$ cat config.mk
export PLATFORM = sky130hd
export DESIGN_NAME = ewc_deser
export DESIGN_NICKNAME = d
export VERILOG_FILES = /design/src/rtl/ewc_pkg.sv /design/src/rtl/ewc_edge.sv /design/src/rtl/ewc_framer.sv /design/src/rtl/ewc_strobe.sv /design/src/rtl/ewc_deser.sv
export SDC_FILE = /design/constraint.sdc
export NUM_CORES = 1
export LEC_CHECK = 0
export ABC_AREA = 0
export BUFFER_PORTS_ARGS = -buffer_cell sky130_fd_sc_hd__buf_4
export CORE_MARGIN = 3
export CORE_UTILIZATION = 53
export CTS_BUF_LIST = sky130_fd_sc_hd__clkbuf_16
export CTS_CLUSTER_DIAMETER = 100
export CTS_CLUSTER_SIZE = 10
export DETAILED_ROUTE_END_ITERATION = 16
export PLACE_DENSITY = 0.75
export SLEW_MARGIN = 20
export SYNTH_ARGS = -nofsm -noshare
export SYNTH_HDL_FRONTEND = slang
export SYNTH_SLANG_ARGS = --single-unit
$ cat constraint.sdc
create_clock -name clk -period 1.96 [get_ports clk]
set_clock_uncertainty 0.1 [all_clocks]
set_input_delay 0.392 -clock clk [delete_from_list [all_inputs] [get_ports clk]]
set_output_delay 0.392 -clock clk [all_outputs]
set_load 0.02 [all_outputs]
$ cat src/rtl/ewc_pkg.sv
package ewc_pkg;

    typedef enum logic [1:0] {
        STB_IDLE,
        STB_WAIT,
        STB_LOW
    } stb_state_e;

endpackage

$ cat src/rtl/ewc_edge.sv
module ewc_edge #(
    parameter int BIT_CYC = 8
) (
    input  logic clk,
    input  logic rst_n,
    input  logic ser_clk,
    input  logic ser_data,
    output logic shift_en,
    output logic shift_bit,
    output logic bnd_end
);
    localparam int HI_MAX = 2 * BIT_CYC;
    localparam int HW     = $clog2(HI_MAX + 1);

    typedef struct packed {
        logic          ck;
        logic [HW-1:0] hi;
    } edge_regs_t;

    edge_regs_t r_d, r_q;
    logic       rise, held, mid;

    always_comb begin
        r_d       = r_q;
        r_d.ck    = ser_clk;
        rise      = ser_clk & ~r_q.ck;
        held      = ser_clk & r_q.ck;
        mid       = held & (r_q.hi == HW'(BIT_CYC - 1));
        if (held) begin
            if (r_q.hi != HW'(HI_MAX)) r_d.hi = r_q.hi + 1'b1;
        end else begin
            r_d.hi = '0;
        end
        shift_en  = rise | mid;
        shift_bit = ser_data;
        bnd_end   = ~ser_clk & r_q.ck & (r_q.hi == HW'(HI_MAX));
    end

    always_ff @(posedge clk or negedge rst_n) begin
        if (!rst_n) r_q <= '0;
        else        r_q <= r_d;
    end


    boundary_long_high_chk: assert property (@(posedge clk) disable iff (!rst_n)
        bnd_end |-> ($past(ser_clk, 2) && $past(ser_clk, 3)));

endmodule

$ cat src/rtl/ewc_framer.sv
module ewc_framer #(
    parameter int WORD_W = 24
) (
    input  logic              clk,
    input  logic              rst_n,
    input  logic              rx_en,
    input  logic              shift_en,
    input  logic              shift_bit,
    input  logic              bnd_end,
    output logic              word_load,
    output logic [WORD_W-1:0] word_q,
    output logic              ferr_q
);
    localparam int FRAME_W = WORD_W + 2;
    localparam int CW      = $clog2(FRAME_W + 1);

    typedef struct packed {
        logic [FRAME_W-1:0] sr;
        logic [CW-1:0]      cnt;
        logic [WORD_W-1:0]  word;
        logic               ferr;
    } frm_regs_t;

    frm_regs_t r_d, r_q;
    logic      full, bad;

    always_comb begin
        r_d       = r_q;
        full      = (r_q.cnt == CW'(FRAME_W));
        bad       = (r_q.sr[1] == r_q.sr[2]) | (r_q.sr[0] != r_q.sr[2]);
        word_load = rx_en & bnd_end & full;
        if (!rx_en) begin
            r_d.cnt = '0;
        end else if (bnd_end) begin
            r_d.cnt = '0;
        end else if (shift_en) begin
            r_d.sr = {r_q.sr[FRAME_W-2:0], shift_bit};
            if (!full) r_d.cnt = r_q.cnt + 1'b1;
        end
        if (word_load) begin
            for (int i = 0; i < WORD_W; i++) r_d.word[i] = r_q.sr[FRAME_W-1-i];
            if (bad) r_d.ferr = 1'b1;
        end
    end

    always_ff @(posedge clk or negedge rst_n) begin
        if (!rst_n) r_q <= '0;
        else        r_q <= r_d;
    end

    assign word_q = r_q.word;
    assign ferr_q = r_q.ferr;


    ferr_sticky_chk: assert property (@(posedge clk) disable iff (!rst_n)
        !$fell(ferr_q));

endmodule

$ cat src/rtl/ewc_strobe.sv
module ewc_strobe
    import ewc_pkg::*;
#(
    parameter int BIT_CYC  = 8,
    parameter int DLY_BITS = 6,
    parameter int LOW_BITS = 13
) (
    input  logic clk,
    input  logic rst_n,
    input  logic start,
    output logic stb_n
);
    localparam int DLY_CYC = DLY_BITS * BIT_CYC;
    localparam int LOW_CYC = LOW_BITS * BIT_CYC;
    localparam int MAX_CYC = (DLY_CYC > LOW_CYC) ? DLY_CYC : LOW_CYC;
    localparam int CW      = $clog2(MAX_CYC + 1);

    typedef struct packed {
        stb_state_e    st;
        logic [CW-1:0] cnt;
    } stb_regs_t;

    stb_regs_t r_d, r_q;

    always_comb begin
        r_d     = r_q;
        r_d.cnt = r_q.cnt + 1'b1;
        if (start) begin
            r_d.st  = STB_WAIT;
            r_d.cnt = '0;
        end else begin
            case (r_q.st)
                STB_WAIT: if (r_q.cnt == CW'(DLY_CYC - 1)) begin
                    r_d.st  = STB_LOW;
                    r_d.cnt = '0;
                end
                STB_LOW: if (r_q.cnt == CW'(LOW_CYC - 1)) begin
                    r_d.st  = STB_IDLE;
                    r_d.cnt = '0;
                end
                default: r_d.cnt = '0;
            endcase
        end
    end

    always_ff @(posedge clk or negedge rst_n) begin
        if (!rst_n) r_q <= '{st: STB_IDLE, cnt: '0};
        else        r_q <= r_d;
    end

    assign stb_n = (r_q.st != STB_LOW);


    strobe_delay_chk: assert property (@(posedge clk) disable iff (!rst_n)
        start |=> stb_n);

endmodule

$ cat src/rtl/ewc_deser.sv
module ewc_deser #(
    parameter int BIT_CYC  = 8,
    parameter int WORD_W   = 24,
    parameter int DLY_BITS = 6,
    parameter int LOW_BITS = 13
) (
    input  logic              clk,
    input  logic              rst_n,
    input  logic              dir_rx,
    input  logic              ser_clk,
    input  logic              ser_data,
    output logic [WORD_W-1:0] par_data,
    output logic              par_oe,
    output logic              word_stb_n,
    output logic              frame_err
);
    logic shift_en, shift_bit, bnd_end, word_load;

    ewc_edge #(.BIT_CYC(BIT_CYC)) u_edge (
        .clk       (clk),
        .rst_n     (rst_n),
        .ser_clk   (ser_clk),
        .ser_data  (ser_data),
        .shift_en  (shift_en),
        .shift_bit (shift_bit),
        .bnd_end   (bnd_end)
    );

    ewc_framer #(.WORD_W(WORD_W)) u_frm (
        .clk       (clk),
        .rst_n     (rst_n),
        .rx_en     (dir_rx),
        .shift_en  (shift_en),
        .shift_bit (shift_bit),
        .bnd_end   (bnd_end),
        .word_load (word_load),
        .word_q    (par_data),
        .ferr_q    (frame_err)
    );

    ewc_strobe #(.BIT_CYC(BIT_CYC), .DLY_BITS(DLY_BITS), .LOW_BITS(LOW_BITS)) u_stb (
        .clk   (clk),
        .rst_n (rst_n),
        .start (word_load),
        .stb_n (word_stb_n)
    );

    assign par_oe = dir_rx;


    dir_off_hold_chk: assert property (@(posedge clk) disable iff (!rst_n)
        (par_data != $past(par_data)) |-> $past(dir_rx));


    data_hold_low_chk: assert property (@(posedge clk) disable iff (!rst_n)
        (!word_stb_n && $past(!word_stb_n)) |-> $stable(par_data));

endmodule

==> impl_metrics.ini <==
[timing]
setup_violations = 0
slew_viol_final = 0
whs_ns = 0.125
hold_viol_final = 0
max_slew.worst_pin.slew_ns = 0.414
slew_headroom_pct = 72.4
fin_crit_sh_pct = 96.2
fmax_mhz = 531
fin_crit_ns = 1.88
rsz0062_at_grt = true

[min_path]
hold_end = u_edge.r_q[5]$_DFF_PN0_
hp-start = ser_clk
worstHoldPathType = in2reg
min_delay_path_depth = 1

[routing]
routed_wl_um = 5220
vias_per_cell = 5.22
dr.first_iter.drc_count = 42
dr.pass1.iters = 6
post_drt_wl_per_cell_um = 15.2
num_vias = 1796
drtAntennaViolNets = 0
drcViolationCount = 0

[critical_path]
r2r_slack_ns = 0.08
crit_family = flip-flops
setup.worst_path.class = reg2reg
crit_arrival_ns = 1.99
cp.required_ns = 2.07
max_stage_delay_ns = 0.35
cp_max_fo = 21
end_kind = flop
crit_chain = buf_4 -> ha_1 -> nand4bb_1 -> a21oi_1 -> nand2_2 -> buf_12 -> mux2_2
path_buf_inv = 2
start_kind = flop
worstRegToRegCells = 7
critical_path.reg2reg.startpoint = u_edge.r_q[1]$_DFFE_PN0P_
reg2reg_to = u_frm.r_q[46]$_DFFE_PN0P_
worst_path_max_delay_cell = dfrtp_1

[cts]
cts_buffer_depth = 2
cts_buffers = 9
worstSkewPairLatency_ns = 0.32
cts_root_buf = clkbuf_16
clock-sinks = 71
cts_tree = yes
clk_pin_slew_ns = 0.06
htree_levels = 3

[floorplan]
ios = 32
rows = 27
dieArea_mm2 = 0.00711
die_w_um = 84.3
start_util_pct = 56.9
die_h_um = 84.3
core_mm2 = 0.00571

[finish]
final_util_pct = 67.4
final_cell_mix = 71 x dfrtp_1, 38 x buf_4, 34 x mux2_2, 17 x nor2_1, 16 x mux2_4
final_layout_size_suffix_gt1_share_pct = 43.0
regArea_mm2 = 0.00178
final_common_cell = dfrtp_1
antenna_cells = 0
multi_input_area_mm2 = 0.00122
nFillCells = 406
finalNetCount = 279
area_growth_syn_to_layout_pct = 18.4

[grt]
grt_pass1_wl_um = 9090
grt_max_degree = 40
grt_pass1_vias = 1873
antenna_found_initial = 0
grt.total_usage_pct = 16.2
grt_overflow = 0

[outcome]
outcome = complete, no violations

[logic_synthesis]
yosysTopAreaCellShare_pct = 54.7
synth_flop_cell = dfrtp_1
yosysUniqueCellTypes = 33
syn_nets = 254
postSynthAreaPerCell_um2 = 13.4
synth_top_area_cell = dfrtp_1
synthArstFlopShare_pct = 100
synth_seq_area_share_pct = 54.7
syn_inst = 242
synth_edf_count = 0
yosys_warnings = 0
synth_seq_cells = 71
ys_top_cells_by_area = dfrtp_1 55%, mux2_2 12%, mux2_4 7.4%
syn_area_mm2 = 0.00325

[place]
gp_congestion = 0.785
dp_hpwl_um = 3650
portBuffers = 31

[pwr]
p_int_uw = 2790
p_leak_uw = 0.00196
p_per_area_mw_per_mm2 = 928
switching_power_uw = 778
ir_worst_vdd_v = 0.000611
seq_power_share_pct = 45.8
p_sw_share_pct = 21.8
pwr-share-comb_pct = 5.3
p_clk_share_pct = 48.9

[run]
maxCapViolCount = 0
cells in the mapped netlist, types with 2 or more instances:
| library cell | count |
|---|---|
| inv_1 | 9 |
| nand3b_1 | 3 |
| dfrtp_1 | 71 |
| nor2_1 | 17 |
| a21oi_1 | 7 |
| nand4_1 | 2 |
| xnor2_1 | 7 |
| nand3_1 | 6 |
| a211oi_1 | 2 |
| mux2_2 | 34 |
| nor3b_1 | 2 |
| xor2_1 | 5 |
| nand2_1 | 5 |
| buf_6 | 4 |
| ha_1 | 7 |
| buf_4 | 26 |
| nor4bb_1 | 2 |
| mux2_4 | 16 |
| and4b_1 | 2 |
| mux2i_1 | 2 |
layer usage:
layer	track usage, %	wire length (um)	share of wire [%]
met4	7.02	83	1.6
met3	3.34	189	3.6
met2	25.5	2540	49
met5	0	0	0
met1	21.7	2410	46
flip-flops by register name (all words and copies together) (netlist names):
| name | cells |
|---|---|
| u_edge.r_q | 6 |
| u_frm.r_q | 31 |
| u_frm.ferr_q | 1 |
| u_frm.word_q | 24 |
| u_stb.r_q | 9 |
kinds of logic (layout without fill, tap and decap cells):
group | count (synthesis) | after routing | share of synthesized area (%)
XOR/XNOR | 12 | 12 | 3.23
buffers and inverters | 39 | 69 | 8.43
multiplexers | 52 | 52 | 19.8
adder cells (fa/ha/maj) | 7 | 7 | 2.70
flip-flops | 71 | 71 | 54.7
AND/OR/NAND/NOR | 47 | 47 | 8.43
AO/OA/AOI/OAI | 14 | 14 | 2.73
worst max path at each step:
| stage | from | end | slack, ns | cells past startpoint |
|---|---|---|---|---|
| 3_5_place_dp | u_edge.r_q[0]$_DFFE_PN0P_ | u_frm.word_q[10]$_DFFE_PN0P_ | -0.03 | 7 |
| 3_3_place_gp | u_edge.r_q[0]$_DFFE_PN0P_ | u_frm.word_q[7]$_DFFE_PN0P_ | 0.06 | 7 |
| 6_report | u_edge.r_q[1]$_DFFE_PN0P_ | u_frm.r_q[46]$_DFFE_PN0P_ | 0.08 | 7 |
| 4_1_cts | u_edge.r_q[0]$_DFFE_PN0P_ | u_frm.word_q[18]$_DFFE_PN0P_ | 0.03 | 7 |
| 2_1_floorplan | u_edge.r_q[0]$_DFFE_PN0P_ | u_frm.word_q[10]$_DFFE_PN0P_ | 0.12 | 7 |
| 5_1_grt | u_edge.r_q[1]$_DFFE_PN0P_ | u_frm.r_q[46]$_DFFE_PN0P_ | -0.001 | 7 |
area by class of cell:
| cell class | instances | share of cell area (%) |
|---|---|---|
| Sequential cell | 71 | 46.2 |
| Multi-Input combinational cell | 132 | 31.7 |
| Timing Repair Buffer | 44 | 10.4 |
| Clock buffer | 9 | 5.85 |
| Clock inverter | 7 | 2.67 |
| Tap cell | 72 | 2.34 |
| Inverter | 9 | 0.878 |
stage by stage:
step	cells	instance area [um2]	setup slack, ns	power, uW	TNS [ns]
after floorplan	242	3250	0.118	1760	0
after global placement	325	3460	0.0611	1840	0
after detailed placement	325	3460	-0.0254	1850	-0.192
after CTS	342	3800	0.0296	3610	0
after global routing	344	3850	-0.00135	3720	-0.00135
final	344	3850	0.0751	3570	0
power by group through the flow:
stage	registers, uW	logic, uW	clock network (uW)
5_1_grt	1650	212	1860
3_3_place_gp	1650	182	0
6_report	1630	189	1750
3_5_place_dp	1660	191	0
2_1_floorplan	1630	126	0
4_1_cts	1630	195	1780
timing repair:
action | in CTS | in global routing
cloned | 0 | 1
buffers inserted | 0 | 1
gates resized for setup | 1 | 3
pin swaps | 0 | 1
hold endpoints to repair | 32 | 0
hold buffers | 1 | 0
setup endpoints to repair | 22 | 31
(Power assumes the default switching activity.)
